File: src/rtl/lcd_spi_pkg.sv
package lcd_spi_pkg;

    localparam int WORD_W     = 16;
    localparam int HDR_W      = 8;
    localparam int FRAME_BITS = HDR_W + WORD_W;
    localparam int WORDS_MAX  = 4;
    localparam int POS_W      = $clog2(WORDS_MAX);

    localparam logic [HDR_W-1:0]  HDR_BASE      = 8'h70;
    localparam logic [WORD_W-1:0] IDX_CURSOR_A  = 16'h0020;
    localparam logic [WORD_W-1:0] IDX_CURSOR_B  = 16'h0021;
    localparam logic [WORD_W-1:0] IDX_MEM_WRITE = 16'h0022;

    typedef enum logic [1:0] {
        KIND_REG    = 2'd0,
        KIND_CURSOR = 2'd1,
        KIND_MEMWR  = 2'd2,
        KIND_PIXEL  = 2'd3
    } req_kind_e;

    typedef struct packed {
        logic              rs;
        logic [WORD_W-1:0] val;
    } word_t;

    function automatic logic [HDR_W-1:0] make_header(input logic rs, input logic rw);
        return HDR_BASE | {{(HDR_W-2){1'b0}}, rs, rw};
    endfunction

endpackage

File: src/rtl/lcd_spi_shifter.sv
module lcd_spi_shifter
    import lcd_spi_pkg::*;
#(
    parameter int HALF_DIV   = 3,
    parameter int GAP_CYCLES = 125
) (
    input  logic              clk,
    input  logic              rst_n,
    input  logic              start,
    input  logic              rs,
    input  logic [WORD_W-1:0] word,
    output logic              idle,
    output logic              done,
    output logic              sclk,
    output logic              mosi,
    output logic              cs_n
);

    localparam int CNT_MAX = (HALF_DIV > GAP_CYCLES) ? HALF_DIV : GAP_CYCLES;
    localparam int CW      = $clog2(CNT_MAX + 1);
    localparam int BW      = $clog2(FRAME_BITS);
    localparam int GW      = $clog2(GAP_CYCLES + 1);
    localparam logic [CW-1:0] HALF_RELOAD = CW'(HALF_DIV - 1);
    localparam logic [CW-1:0] GAP_RELOAD  = CW'(GAP_CYCLES - 1);

    typedef enum logic [2:0] {
        SH_IDLE,
        SH_LEAD,
        SH_LOW,
        SH_HIGH,
        SH_GAP
    } sh_state_e;

    sh_state_e             state, nxt;
    logic [CW-1:0]         cnt;
    logic [BW-1:0]         bit_idx;
    logic [FRAME_BITS-1:0] shreg;
    logic                  done_q;
    logic                  tick;
    logic                  last_bit;

    assign tick     = (cnt == '0);
    assign last_bit = (bit_idx == BW'(FRAME_BITS - 1));

    always_comb begin
        nxt = state;
        unique case (state)
            SH_IDLE: if (start) nxt = SH_LEAD;
            SH_LEAD: if (tick)  nxt = SH_LOW;
            SH_LOW:  if (tick)  nxt = SH_HIGH;
            SH_HIGH: if (tick)  nxt = last_bit ? SH_GAP : SH_LOW;
            SH_GAP:  if (tick)  nxt = SH_IDLE;
            default:            nxt = SH_IDLE;
        endcase
    end

    always_ff @(posedge clk) begin
        if (!rst_n) begin
            state   <= SH_IDLE;
            cnt     <= '0;
            bit_idx <= '0;
            shreg   <= '0;
            done_q  <= 1'b0;
        end else begin
            state  <= nxt;
            done_q <= (state == SH_HIGH) && tick && last_bit;
            if (state != nxt) begin
                cnt <= (nxt == SH_GAP) ? GAP_RELOAD : HALF_RELOAD;
            end else if (cnt != '0) begin
                cnt <= cnt - 1'b1;
            end
            if (state == SH_IDLE && start) begin
                shreg   <= {make_header(rs, 1'b0), word};
                bit_idx <= '0;
            end else if (state == SH_HIGH && tick && !last_bit) begin
                shreg   <= {shreg[FRAME_BITS-2:0], 1'b0};
                bit_idx <= bit_idx + 1'b1;
            end
        end
    end

    always_comb begin
        idle = (state == SH_IDLE);
        sclk = (state != SH_LOW);
        cs_n = (state == SH_IDLE) || (state == SH_GAP);
        mosi = shreg[FRAME_BITS-1];
        done = done_q;
    end

    logic [GW-1:0] hi_cnt;
    always_ff @(posedge clk) begin
        if (!rst_n) begin
            hi_cnt <= GW'(GAP_CYCLES);
        end else if (!cs_n) begin
            hi_cnt <= '0;
        end else if (hi_cnt < GW'(GAP_CYCLES)) begin
            hi_cnt <= hi_cnt + 1'b1;
        end
    end


    done_cs_rise_chk: assert property (@(posedge clk) disable iff (!rst_n)
        done |-> (cs_n && !$past(cs_n)));


    cs_idle_sclk_chk: assert property (@(posedge clk) disable iff (!rst_n)
        cs_n |-> sclk);


    gap_min_chk: assert property (@(posedge clk) disable iff (!rst_n)
        $fell(cs_n) |-> (hi_cnt >= GW'(GAP_CYCLES)));


    mosi_hold_chk: assert property (@(posedge clk) disable iff (!rst_n)
        (!cs_n && sclk && $past(sclk) && !$past(cs_n)) |-> $stable(mosi));

endmodule

File: src/rtl/lcd_spi_seq.sv
module lcd_spi_seq
    import lcd_spi_pkg::*;
(
    input  logic              clk,
    input  logic              rst_n,
    input  logic              req_valid,
    input  logic [1:0]        req_kind,
    input  logic [WORD_W-1:0] arg_a,
    input  logic [WORD_W-1:0] arg_b,
    output logic              req_ready,
    input  logic              shf_idle,
    input  logic              shf_done,
    output logic              shf_start,
    output logic              shf_rs,
    output logic [WORD_W-1:0] shf_word
);

    typedef enum logic [1:0] {
        SQ_IDLE,
        SQ_ISSUE,
        SQ_AWAIT
    } sq_state_e;

    sq_state_e        state, nxt;
    word_t            plan_q [WORDS_MAX];
    word_t            plan_d [WORDS_MAX];
    logic [POS_W-1:0] pos_q, last_q, last_d;
    req_kind_e        kind;

    assign kind = req_kind_e'(req_kind);

    always_comb begin
        for (int k = 0; k < WORDS_MAX; k++) begin
            plan_d[k] = '0;
        end
        last_d = '0;
        unique case (kind)
            KIND_REG: begin
                plan_d[0].val = arg_a;
                plan_d[1].rs  = 1'b1;
                plan_d[1].val = arg_b;
                last_d        = POS_W'(1);
            end
            KIND_CURSOR: begin
                plan_d[0].val = IDX_CURSOR_A;
                plan_d[1].rs  = 1'b1;
                plan_d[1].val = arg_a;
                plan_d[2].val = IDX_CURSOR_B;
                plan_d[3].rs  = 1'b1;
                plan_d[3].val = arg_b;
                last_d        = POS_W'(3);
            end
            KIND_MEMWR: begin
                plan_d[0].val = IDX_MEM_WRITE;
            end
            KIND_PIXEL: begin
                plan_d[0].rs  = 1'b1;
                plan_d[0].val = arg_b;
            end
            default: begin
                last_d = '0;
            end
        endcase
    end

    always_comb begin
        nxt = state;
        unique case (state)
            SQ_IDLE:  if (req_valid) nxt = SQ_ISSUE;
            SQ_ISSUE: if (shf_idle)  nxt = SQ_AWAIT;
            SQ_AWAIT: if (shf_done)  nxt = (pos_q == last_q) ? SQ_IDLE : SQ_ISSUE;
            default:                 nxt = SQ_IDLE;
        endcase
    end

    always_ff @(posedge clk) begin
        if (!rst_n) begin
            state  <= SQ_IDLE;
            pos_q  <= '0;
            last_q <= '0;
            for (int k = 0; k < WORDS_MAX; k++) begin
                plan_q[k] <= '0;
            end
        end else begin
            state <= nxt;
            if (state == SQ_IDLE && req_valid) begin
                plan_q <= plan_d;
                last_q <= last_d;
                pos_q  <= '0;
            end else if (state == SQ_AWAIT && shf_done && pos_q != last_q) begin
                pos_q <= pos_q + 1'b1;
            end
        end
    end

    always_comb begin
        req_ready = (state == SQ_IDLE);
        shf_start = (state == SQ_ISSUE) && shf_idle;
        shf_rs    = plan_q[pos_q].rs;
        shf_word  = plan_q[pos_q].val;
    end


    done_expected_chk: assert property (@(posedge clk) disable iff (!rst_n)
        shf_done |-> (state == SQ_AWAIT));


    launch_idle_chk: assert property (@(posedge clk) disable iff (!rst_n)
        shf_start |=> !shf_idle);

endmodule

File: src/rtl/lcd_spi_streamer.sv
module lcd_spi_streamer
    import lcd_spi_pkg::*;
#(
    parameter int HALF_DIV   = 3,
    parameter int GAP_CYCLES = 125
) (
    input  logic        clk,
    input  logic        rst_n,
    input  logic        req_valid,
    output logic        req_ready,
    input  logic [1:0]  req_kind,
    input  logic [15:0] req_arg_a,
    input  logic [15:0] req_arg_b,
    output logic        spi_sclk,
    output logic        spi_mosi,
    output logic        spi_cs_n,
    output logic        word_done
);

    logic              shf_idle;
    logic              shf_done;
    logic              shf_start;
    logic              shf_rs;
    logic [WORD_W-1:0] shf_word;

    lcd_spi_seq u_seq (
        .clk       (clk),
        .rst_n     (rst_n),
        .req_valid (req_valid),
        .req_kind  (req_kind),
        .arg_a     (req_arg_a),
        .arg_b     (req_arg_b),
        .req_ready (req_ready),
        .shf_idle  (shf_idle),
        .shf_done  (shf_done),
        .shf_start (shf_start),
        .shf_rs    (shf_rs),
        .shf_word  (shf_word)
    );

    lcd_spi_shifter #(
        .HALF_DIV   (HALF_DIV),
        .GAP_CYCLES (GAP_CYCLES)
    ) u_shf (
        .clk   (clk),
        .rst_n (rst_n),
        .start (shf_start),
        .rs    (shf_rs),
        .word  (shf_word),
        .idle  (shf_idle),
        .done  (shf_done),
        .sclk  (spi_sclk),
        .mosi  (spi_mosi),
        .cs_n  (spi_cs_n)
    );

    assign word_done = shf_done;


    shifting_not_ready_chk: assert property (@(posedge clk) disable iff (!rst_n)
        !spi_cs_n |-> !req_ready);

endmodule

File: config.mk
export PLATFORM = sky130hd
export DESIGN_NAME = lcd_spi_streamer
export DESIGN_NICKNAME = d
export VERILOG_FILES = /design/src/rtl/lcd_spi_pkg.sv /design/src/rtl/lcd_spi_shifter.sv /design/src/rtl/lcd_spi_seq.sv /design/src/rtl/lcd_spi_streamer.sv
export SDC_FILE = /design/constraint.sdc
export NUM_CORES = 1
export LEC_CHECK = 0
export ABC_CLOCK_PERIOD_IN_PS = 2500
export BUFFER_PORTS_ARGS = -buffer_cell sky130_fd_sc_hd__buf_2
export CAP_MARGIN = 30
export CORE_MARGIN = 4
export CORE_UTILIZATION = 48
export CTS_CLUSTER_SIZE = 14
export DETAILED_ROUTE_END_ITERATION = 10
export GPL_TIMING_DRIVEN = 0
export MAX_ROUTING_LAYER = met4
export PLACE_DENSITY = 0.69
export SLEW_MARGIN = 20
export SYNTH_ARGS = -nofsm -noshare
export SYNTH_HDL_FRONTEND = slang
export SYNTH_SLANG_ARGS = --single-unit
File: constraint.sdc
create_clock -name clk -period 2.5 [get_ports clk]
set_clock_uncertainty 0.2 [all_clocks]
set_input_delay 0.25 -clock clk [delete_from_list [all_inputs] [get_ports clk]]
set_output_delay 0.25 -clock clk [all_outputs]
set_load 0.03 [all_outputs]
* Word level (Yosys, flattened, before mapping)
Index checks and enable logic that the tools add are counted.
** Storage, ports and cells
- Flip-flop bits (word level) :: 113
- Logic and storage cells :: 85
- Input port bits :: 37
- Output and inout port bits :: 5
** Cells by class
- $add $sub $neg :: 3
- Eq/ne operators :: 18
- Reduce and logical (&&, ||, !) cells :: 20
- $lt $le $gt $ge :: 1
- Bitwise operators :: 2
- Muxes and demuxes :: 25
** Operators with widths (number)
- $mux 23 :: 3
- $pmux 16 s4 :: 1
- $bmux 17 s2 :: 1
- $mux 17 :: 2
- $pmux 17 s2 :: 1
- $mux 7 :: 3
- $mux 3 :: 6
- $pmux 3 s5 :: 1
- $logic_and 1x1->1 :: 8
- $logic_not 7->1 :: 1
- $reduce_bool 7->1 :: 1
- $sub 7x1->7 const B :: 1
- $eq 2x2->1 const B :: 3
- $eq 3x2->1 const B :: 2
- $eq 3x3->1 const B :: 2
- $mux 2 :: 3
- $pmux 2 s3 :: 1
- $add 5x1->5 const B :: 1
- $eq 5x5->1 const B :: 1
- $eq 2x1->1 const B :: 2
- $logic_not 2->1 :: 2
- $ne 2x1->1 const B :: 2
- $pmux 2 s2 :: 1
- $reduce_bool 2->1 :: 2
- 16 further kinds :: 18

* Longest topological paths before layout
Gate-level depths: netlist of run 1.
- Depth in word-level cells :: 7
- Gate-level depth with buffers :: 8

* Hierarchy
A second synthesis of run 1 with hierarchy kept.
** Second synthesis, totals
- Cells, all modules :: 489
- Area total of the unflattened synthesis :: 4459.3 µm²
** Modules (own cells, without submodules)
- lcd_spi_seq :: sequential area each 1101.1 µm², cells an instance 286, area an instance 2678.8 µm², times used 1
- lcd_spi_shifter :: sequential area each 800.8 µm², cells an instance 203, area an instance 1780.5 µm², times used 1

* Least setup slack after synthesis of run 1
Ideal clock, no wire load.
- Path type :: register to register
- From :: reg u_shf.cnt[0]
- To :: reg u_shf.shreg[10]
- Arrival :: 2041 ps
- Setup time :: 138 ps
- Cell stages (with the launch flop) :: 8
- Setup slack :: 121 ps
- Buffers on the path :: 1
- Period minus slack after synthesis :: 2379 ps
- Cell sequence :: dfxtp_1 inv_1 ha_1 or4b_4 or4_4 o21ai_2 buf_6 o221ai_1
** Between the ends
- Word-level cells in the longest chain between the ends :: 4
** RTL lines
- from (decl) :: RTL line lcd_spi_shifter.sv:35 : logic [CW-1:0] cnt;
- from (signal assigned) :: RTL line lcd_spi_shifter.sv:68 : cnt <= (nxt == SH_GAP) ? GAP_RELOAD : HALF_RELOAD;
- from (signal assigned) :: RTL line lcd_spi_shifter.sv:70 : cnt <= cnt - 1'b1;
- $logic_not 7->1 :: RTL line lcd_spi_shifter.sv:42 : assign tick = (cnt == '0);
- $logic_and 1x1->1 (2 in a row) :: RTL line lcd_spi_shifter.sv:75 : end else if (state == SH_HIGH && tick && !last_bit) begin
- $reduce_bool 2->1 (no source line)
- to (signal assigned) :: RTL line lcd_spi_shifter.sv:73 : shreg <= {make_header(rs, 1'b0), word};
- to (signal assigned) :: RTL line lcd_spi_shifter.sv:76 : shreg <= {shreg[FRAME_BITS-2:0], 1'b0};
- to (decl) :: RTL line lcd_spi_shifter.sv:37 : logic [FRAME_BITS-1:0] shreg;
Every way passes these cells.
A chain may end at the register's enable or synchronous reset.

* Worst setup path after layout of run 1
Ends and elaborated chain as after synthesis.

==> flow_summary.toml, run 1 <==
[synth]
synth_enable_flop_cells = 0
yosys.cell_types.count = 59
netlist_area_um2 = 4512
synth.ff_latch_count = 95
syn-instance-count = 498
ys_warn_count = 0
yosysSeqAreaShare_pct = 42.15
async_reset_ff_share_pct = 0
avgSynthCellArea_um2 = 9.060
synth_nets = 537
synth_flop_cell = "dfxtp_1"

[clock_tree]
htreeDepth = 3
cts_made_buffers = 9
clk_latency_ns = 0.37
clockBufferDepth = 2
clk_transition_reported_paths_ns = 0.10
numClockSinks = 95
clockRootBuffer = "clkbuf_8"
cts_tree = "yes"

[die]
dieArea_um2 = 11010
ios = 42
rows = 35
initial_utilization_pct = 49.06
die_w_um = 105.0
design.core.area_um2 = 9196
die_h_um = 105.0

[routing]
drt-total-wl_um = 12100
drt_pass1_iterations = 5
top_layer = "met4"
wl_met1_um = 5512
routed-wl-met3_um = 568
ant_nets = 0
drc = 0
viasPerCell = 5.916
num_vias = 4100
drtIter0Drc = 217
wl_per_cell_um = 17.46
route.met2.wl_um = 5760

[place]
dp_hpwl_um = 8538
port_buffers = 40
pre_cts_ws_ns = -0.09952
place_inst = 650
gp_congestion = 0.9028

[timing]
final_max_slew_viol_count = 0
relSlewSlack_pct = 44.62
tightest_slew_ns = 0.8276
fin_ws_ns = -0.01769
finalHoldViolCount = 0
whs_ns = 0.02098
max_freq_ghz = 0.3972
fin_crit_sh_pct = 100.7
setup_viol = 8
min_period_ns = 2.518
rsz0062_at_grt = "true"

[critical_path]
cp_cell_sequence = "inv_4, ha_4, or4b_4, or4_4, o21ai_4, buf_6, o221ai_1"
ff2ff_path_depth = 7
r2r-start = "u_shf.cnt[0]"
r2r-end = "u_shf.shreg[10]"
rrSetupSlack_ns = -0.02
cp_max_fo = 5
end_kind = "flip-flop"
crit_type = "flip-flop to flip-flop"
crit_required_ns = 2.54
worstSetupStartpointType = "flip-flop"
slowest_delay_ns = 0.58
crit_slowest_cell = "or4_4"
worstPathArrival_ns = 2.56

[layout]
nets = 617
n_antenna_cell = 0
n_fill_cell = 802
area_delta_synth_final_pct = 19.33
stdcell_count = 693
layout-drive-gt1-share_pct = 18.90

[global_route]
grt_max_degree = 16
grt_pass1_vias = 4014
grt_remaining_overflow = 0
grtUsageTotal_pct = 22.97
grt_pass1_wl_um = 19850
antenna_found_initial = 0

[run_status]
violations = "negative setup slack"
status = "finished with violations"

[pwr]
ir_worst_vdd_uv = 320.7
powerDensity_nw_per_um2 = 723.3
leakagePower_nw = 2.115

[min_path]
hold_path.class = "primary input to flip-flop"
hold_depth = 4
hold_end = "u_seq.plan_q[62]"
min-delay-start = "req_arg_a[11]"

[job]
cap_viol_max_count = 0
sequential cells by signal, summed over array words and instances (netlist names):
register	cells
u_seq.plan_q	50
u_seq.state	2
u_shf.done	1
u_shf.state	3
u_shf.cnt	7
u_seq.last_q	1
u_seq.pos_q	2
u_shf.shreg	24
u_shf.bit_idx	5
through the flow:
| step | utilization, % | setup TNS [ns] | power, W | area (µm²) |
|---|---|---|---|---|
| 2_1_floorplan | - | 0 | 0.002500 | 4512 |
| 3_3_place_gp | 52.75 | -4.008 | 0.002732 | 4851 |
| 3_5_place_dp | 52.80 | -1.189 | 0.002767 | 4856 |
| 4_1_cts | 57.85 | 0 | 0.003841 | 5320 |
| 5_1_grt | 58.54 | -0.5892 | 0.004107 | 5384 |
| 6_report | 58.54 | -0.06052 | 0.003894 | 5384 |
metal layers:
metal	vias to the layer above	GRT usage, %
met5	-	-
met4	0	7.310
met3	18	4.262
met2	113	36.98
met1	1984	29.31
li1	1985	-
report_power, final:
group	internal [W]	switching (W)
clock	0.000484	0.000549
combinational	0.000484	0.000619
sequential	0.00165	0.000110
total	0.00262	0.00128
cells in the mapped netlist (all sizes together), types with 3 or more instances:
cell | instances | share of area [%]
clkbuf | 27 | 2.5
nand3 | 18 | 2.0
a22oi | 4 | 0.67
a21oi | 32 | 3.5
a222oi | 5 | 1.1
a221oi | 9 | 1.7
nor2 | 39 | 3.4
buf | 9 | 1.7
o21ai | 14 | 1.6
inv | 12 | 1.0
a21boi | 4 | 0.67
nand2 | 46 | 3.9
or3 | 6 | 0.86
o221ai | 15 | 2.9
dfxtp | 95 | 42
mux2i | 19 | 4.2
o211a | 4 | 0.89
xor2 | 3 | 0.58
nor2b | 19 | 2.6
a22o | 28 | 5.4
xnor2 | 7 | 1.4
nor3b | 10 | 1.7
mux2 | 13 | 3.2
a21o | 3 | 0.50
nor3 | 23 | 2.7
repair_timing:
action / 4_1_cts / 5_1_grt
resized for setup: 9 / 11
hold endpoints to repair: 24 / 0
setup buffers: 1 / 4
hold buffers: 22 / 0
gates cloned: 1 / 0
pin swaps: 1 / 7
setup endpoints to repair: 30 / 36
cells in the final DEF, fill, tap and decap left out, drive strengths merged, types with 6 or more instances in the layout:
master,netlist,layout
dfxtp,95,95
buf,9,56
nand2,46,46
nor2,39,39
clkbuf,27,37
a21oi,32,32
a22o,28,28
nor3,23,23
dlygate4sd3,0,22
nor2b,19,19
mux2i,19,19
nand3,18,18
o221ai,15,15
o21ai,14,14
mux2,13,13
inv,12,12
nor3b,10,10
a221oi,9,9
xnor2,7,7
or3,6,6
worst max-delay path by stage:
stage                                 end            from  slack (ns)
final                     u_shf.shreg[10]    u_shf.cnt[0]       -0.02
after global routing       u_shf.shreg[4]    u_shf.cnt[0]       -0.08
after CTS                  u_shf.shreg[3]  u_shf.state[1]        0.02
after detailed placement   u_shf.shreg[9]    u_shf.cnt[0]        -0.1
after global placement    u_seq.plan_q[7]  u_seq.state[0]       -0.31
after floorplan           u_shf.shreg[10]    u_shf.cnt[0]        0.12
logic make-up (layout without fill, tap and decap cells):
logic type	Yosys count	count (layout)	synth area share, %
multiplexers	34	34	8.458
AO/OA/AOI/OAI	129	129	21.02
flip-flops	95	95	42.15
AND/OR/NAND/NOR	178	178	20.47
adder cells (fa/ha/maj)	2	2	0.5545
XOR/XNOR	10	10	1.941
buffers and inverters	50	134	5.407
final cells by class:
class	count	area [µm²]	share of cell area (%)
multi-input cells	353	2421	44.97
flip-flops and latches	95	1907	35.42
repair buffers	69	474.2	8.808
plain buffers	37	195.2	3.625
well taps	111	138.9	2.580
clock buffers	10	137.6	2.556
clock inverters	5	58.81	1.092
inverters	13	51.30	0.9528
worst max-delay path: cells and delay by family (launching register included):
kind,cells,cell delay (ns)
fa+ha+maj,1,0.14
simple gates,2,1.08
compound gates,2,0.36
flops,1,0.37
buf+inv,2,0.22
Note: power is estimated with default switching activity, not from simulation.
==> inputs of run 2 (changes only) <==
- REMOVE_ABC_BUFFERS: default -> 1
==> flow_summary.toml, run 2 (synthesis results as in run 1) <==
[routing]
drtIter0Drc = 277
drc = 0
drt_pass1_iterations = 5
ant_nets = 0
num_vias = 3922
viasPerCell = 5.907
wl_per_cell_um = 16.93
drt-total-wl_um = 11240

[timing]
finalHoldViolCount = 0
final_max_slew_viol_count = 0
setup_tns_ns = -0.003045
fin_crit_sh_pct = 100.1
rsz0062_at_grt = "true"
setup_viol = 1
min_period_ns = 2.503
relSlewSlack_pct = 43.62
max_freq_ghz = 0.3995
tightest_slew_ns = 0.8427
fin_ws_ns = -0.003045

[layout]
layout_commonest_cell = "dfxtp_1"
top_regs = "u_seq.plan_q (50), u_shf.shreg (24), u_shf.cnt (7)"
largest_reg_flops = 50
largest-register = "u_seq.plan_q"
n_fill_cell = 799
area_delta_synth_final_pct = 17.86
nets = 587
fin_util_pct = 57.82
n_antenna_cell = 0
layout-drive-gt1-share_pct = 19.89
layout_common_cells = "dfxtp_1 (93), nand2_1 (43), buf_2 (40)"

[clock_tree]
clockRootBuffer = "clkbuf_8"
numClockSinks = 95
clk_latency_ns = 0.37
clockBufferDepth = 2
cts_tree = "yes"
htreeDepth = 3
cts_made_buffers = 9
clk_transition_reported_paths_ns = 0.09

[pwr]
power_frac_comb_pct = 26.9
netSwitchingFraction_pct = 32.14
switchingPower_w = 0.001247
powerDensity_nw_per_um2 = 729.7
seqPwrFrac_pct = 45.2
leakagePower_nw = 2.083
clockPowerShare_pct = 27.9
p_int_w = 0.002633
ir_worst_vdd_uv = 376.7

[critical_path]
cp_max_fo = 6
worstSetupStartpointType = "flip-flop"
r2r-start = "u_shf.cnt[0]"
end_kind = "flip-flop"
cp-startpoint = "u_shf.cnt[0]"
worstPathArrival_ns = 2.54
ff2ff_path_depth = 7
r2r-end = "u_shf.shreg[12]"
rrSetupSlack_ns = -0.003
cp-endpoint = "u_shf.shreg[12]"
crit_type = "flip-flop to flip-flop"
crit_required_ns = 2.54

[run_status]
status = "finished with violations"
violations = "negative setup slack"

[global_route]
grt_remaining_overflow = 0
grt_max_degree = 75
grt_pass1_wl_um = 18620
antenna_found_initial = 0
grtUsageTotal_pct = 21.23
grt_pass1_vias = 3866

[die]
dieArea_um2 = 11010
initial_utilization_pct = 49.06
design.core.area_um2 = 9196
die_h_um = 105.0
die_w_um = 105.0
rows = 35
ios = 42

[place]
port_buffers = 41
dp_hpwl_um = 6915
gp_congestion = 0.8224

[min_path]
hold_path.class = "primary input to flip-flop"

[job]
cap_viol_max_count = 0
==> run 2: worst min-delay path by stage <==
stage	startpoint	to	slack (ns)	depth (start not counted)
floorplan	rst_n	u_shf.cnt[1]	0.17	1
global placement	u_seq.plan_q[67]	u_seq.plan_q[67]	0.24	1
detailed placement	u_seq.plan_q[67]	u_seq.plan_q[67]	0.25	1
CTS	req_arg_a[13]	u_seq.plan_q[64]	0.01	4
global route	req_arg_a[13]	u_seq.plan_q[64]	0.03	4
finish	req_arg_a[13]	u_seq.plan_q[64]	0.03	4
==> run 2: critical path, stage by stage (launching register included) <==
cell	delay, ns
dfxtp_4	0.37
inv_4	0.06
ha_4	0.14
or4b_4	0.50
or4_4	0.57
o21ai_4	0.23
clkbuf_16	0.19
o221ai_1	0.12
==> run 2: timing repair <==
item	in CTS	in global routing
gates resized for setup	6	9
setup buffers	1	4
hold endpoints to repair	24	0
pin swaps	3	5
hold buffers	22	0
gates cloned	1	1
endpoints found under the setup margin	30	45
==> run 2: layer usage <==
metal,global-route usage (%),routed length (µm),up-vias
met4,6.748,76,0
li1,-,-,1928
met2,34.42,5641,92
met1,26.51,5035,1896
met3,4.571,491,6
met5,-,0,-
==> run 2: power by group through the flow <==
stage / Sequential, W / Clock (W) / Combinational, W
2_1_floorplan: 0.00175 / 0 / 0.000684
3_3_place_gp: 0.00177 / 0 / 0.000892
3_5_place_dp: 0.00178 / 0 / 0.000921
4_1_cts: 0.00175 / 0.00109 / 0.000973
5_1_grt: 0.00177 / 0.00117 / 0.00116
6_report: 0.00176 / 0.00108 / 0.00104
==> run 2: cell type report <==
cell class	count	area, µm²	share of cell area [%]
Inverter	13	51.30	0.9647
Sequential cell	95	1907	35.86
Clock buffer	11	151.4	2.847
Tap cell	111	138.9	2.612
Timing Repair Buffer	75	570.5	10.73
Multi-Input combinational cell	354	2435	45.79
Clock inverter	5	63.81	1.200
==> run 2: stage by stage <==
step | cells | cell area (µm²) | worst slack [ns] | total power (W) | hold slack, ns
CTS | 657 | 5214 | 0.007097 | 0.003814 | 0.01116
global placement | 613 | 4661 | -1.304 | 0.002665 | 0.2382
floorplan | 461 | 4317 | -0.08346 | 0.002435 | 0.1669
detailed placement | 617 | 4730 | -0.3601 | 0.002702 | 0.2487
global route | 664 | 5318 | -0.009035 | 0.004102 | 0.03294
finish | 664 | 5318 | -0.003045 | 0.003881 | 0.02514
==> inputs of run 3 (changes only) <==
--- a/config.mk
+++ b/config.mk
@@ -10,3 +10,3 @@
 export CAP_MARGIN = 30
-export CORE_MARGIN = 4
+export CORE_MARGIN = 3
 export CORE_UTILIZATION = 48
==> constraint.sdc (replaced) <==
create_clock -name clk -period 2.5 [get_ports clk]
set_clock_uncertainty 0.2 [all_clocks]
set_input_delay 0.375 -clock clk [delete_from_list [all_inputs] [get_ports clk]]
set_output_delay 0.375 -clock clk [all_outputs]
set_load 0.03 [all_outputs]
==> flow_summary.toml, run 3 (synthesis results as in run 1) <==
[run_status]
status = "completed"

[critical_path]
r2r-end = "u_shf.shreg[12]"
worstPathArrival_ns = 2.50
slowest_delay_ns = 0.56
r2r-start = "u_shf.cnt[1]"
crit_required_ns = 2.53
crit_slowest_cell = "or4_4"
worstSetupStartpointType = "flip-flop"
cp_cell_sequence = "inv_2, ha_4, or4b_4, or4_4, o21ai_4, clkbuf_16, o221ai_1"
end_kind = "flip-flop"
cp_max_fo = 6
crit_type = "flip-flop to flip-flop"
ff2ff_path_depth = 7
rrSetupSlack_ns = 0.04
cp_num_buf_inv = 2
crit_family = "simple AND/OR/NAND/NOR gates"

[global_route]
antenna_found_initial = 0
grt_remaining_overflow = 0
grt_pass1_vias = 3675
grt_pass1_wl_um = 17880
grtUsageTotal_pct = 22.03
grt_max_degree = 75

[routing]
viasPerCell = 5.919
num_vias = 3806
wl_per_cell_um = 16.97
ant_nets = 0
drt-total-wl_um = 10910
drtIter0Drc = 208
drt_pass1_iterations = 4
drc = 0

[pwr]
total_power_w = 0.003802
leakagePower_nw = 2.005
ir_worst_vdd_uv = 419.7
powerDensity_nw_per_um2 = 746.3

[layout]
final_area_um2 = 5095
layout-drive-gt1-share_pct = 21.12
n_antenna_cell = 0
largest-register = "u_seq.plan_q"
largest_reg_flops = 50
top_regs = "u_seq.plan_q (50), u_shf.shreg (24), u_shf.cnt (7)"
fin_util_pct = 57.03
layout_commonest_cell = "dfxtp_1"
nets = 571
layout_common_cells = "dfxtp_1 (92), nand2_1 (43), buf_2 (40)"
area_delta_synth_final_pct = 12.92

[die]
rows = 34
die_w_um = 103.0
die_h_um = 103.0
dieArea_um2 = 10600
ios = 42
initial_utilization_pct = 50.50
design.core.area_um2 = 8934

[place]
placed_area_um2 = 4722
port_buffers = 41
dp_hpwl_um = 7041
gp_congestion = 0.8441
pre_cts_ws_ns = -0.3664

[clock_tree]
clockRootBuffer = "clkbuf_8"
clk_transition_reported_paths_ns = 0.09
cts_hold_buf = 0
numClockSinks = 95
cts_tree = "yes"
clockBufferDepth = 2
cts_made_buffers = 9
clk_latency_ns = 0.36
htreeDepth = 3

[timing]
fin_ws_ns = 0.03718
relSlewSlack_pct = 45.35
setup_viol = 0
finalHoldViolCount = 0
max_freq_ghz = 0.4060
final_max_slew_viol_count = 0
tightest_slew_ns = 0.8169
min_period_ns = 2.463
fin_crit_sh_pct = 98.51

[min_path]
min-delay-start = "req_arg_a[10]"
hold_end = "u_seq.plan_q[61]"
hold_depth = 3
hold_path.class = "primary input to flip-flop"

[job]
cap_viol_max_count = 0
-- run 3: cell count changes in the layout (fill, tap and decap cells not counted), moves of 2 or more --
cell and delta:
dlygate4sd3_1 -22, buf_4 +7, buf_8 -2, clkbuf_8 -2, clkinv_2 +2, inv_6 -2, nor2_2 -2
-- run 3: stage by stage --
| stage | setup TNS, ns | hold slack [ns] | instances |
|---|---|---|---|
| after floorplan | -2.280 | 0.2269 | 461 |
| after global placement | -38.92 | 0.2399 | 610 |
| after detailed placement | -7.341 | 0.2433 | 614 |
| after CTS | 0 | 0.02368 | 630 |
| after global routing | -0.03704 | 0.04996 | 643 |
| final | 0 | 0.03512 | 643 |
-- run 3: per-layer routing --
metal  global-route usage, %  part of all wire (%)  wire (µm)
met5                       -                     0          0
met4                   7.171                   1.0        114
met3                   3.248                   3.3        362
met2                   36.41                    49       5341
met1                   27.71                    47       5094
-- run 3: worst reg2reg max path, stage by stage, from the launching register on --
cell and delay [ns]:
dfxtp_4 0.36, inv_2 0.07, ha_4 0.14, or4b_4 0.47, or4_4 0.56, o21ai_4 0.23, clkbuf_16 0.19, o221ai_1 0.12
-- run 3: cell type report --
cell class,count,area [µm²]
Tap cell,108,135.1
Fill cell,834,3839
Timing Repair Buffer,59,384.1
Multi-Input combinational cell,354,2437
Clock buffer,10,127.6
Sequential cell,95,1911
Clock inverter,4,48.80
Inverter,13,51.30
-- run 3: worst max path at each step --
stage / startpoint / slack, ns / cells after the start / to
after floorplan: req_valid / -0.11 / 4 / u_seq.plan_q[0]
final: u_shf.cnt[1] / 0.04 / 7 / u_shf.shreg[12]
after detailed placement: u_shf.cnt[0] / -0.37 / 7 / u_shf.shreg[17]
after global routing: u_shf.cnt[1] / -0.01 / 7 / u_shf.shreg[10]
after CTS: u_shf.cnt[0] / 0.007 / 7 / u_shf.shreg[3]
after global placement: req_valid / -1.31 / 5 / u_seq.plan_q[4]
-- run 3: power by group --
part,internal [W],switching [W],total (W)
logic,0.000479,0.000605,0.00108
clock network,0.000451,0.000512,0.000962
registers,0.00165,0.000107,0.00176
-- run 3: what timing repair did --
action	4_1_cts	5_1_grt
endpoints found under the setup margin	30	47
cloned	1	1
resized for setup	7	10
setup buffers	1	11
pin swaps	3	5
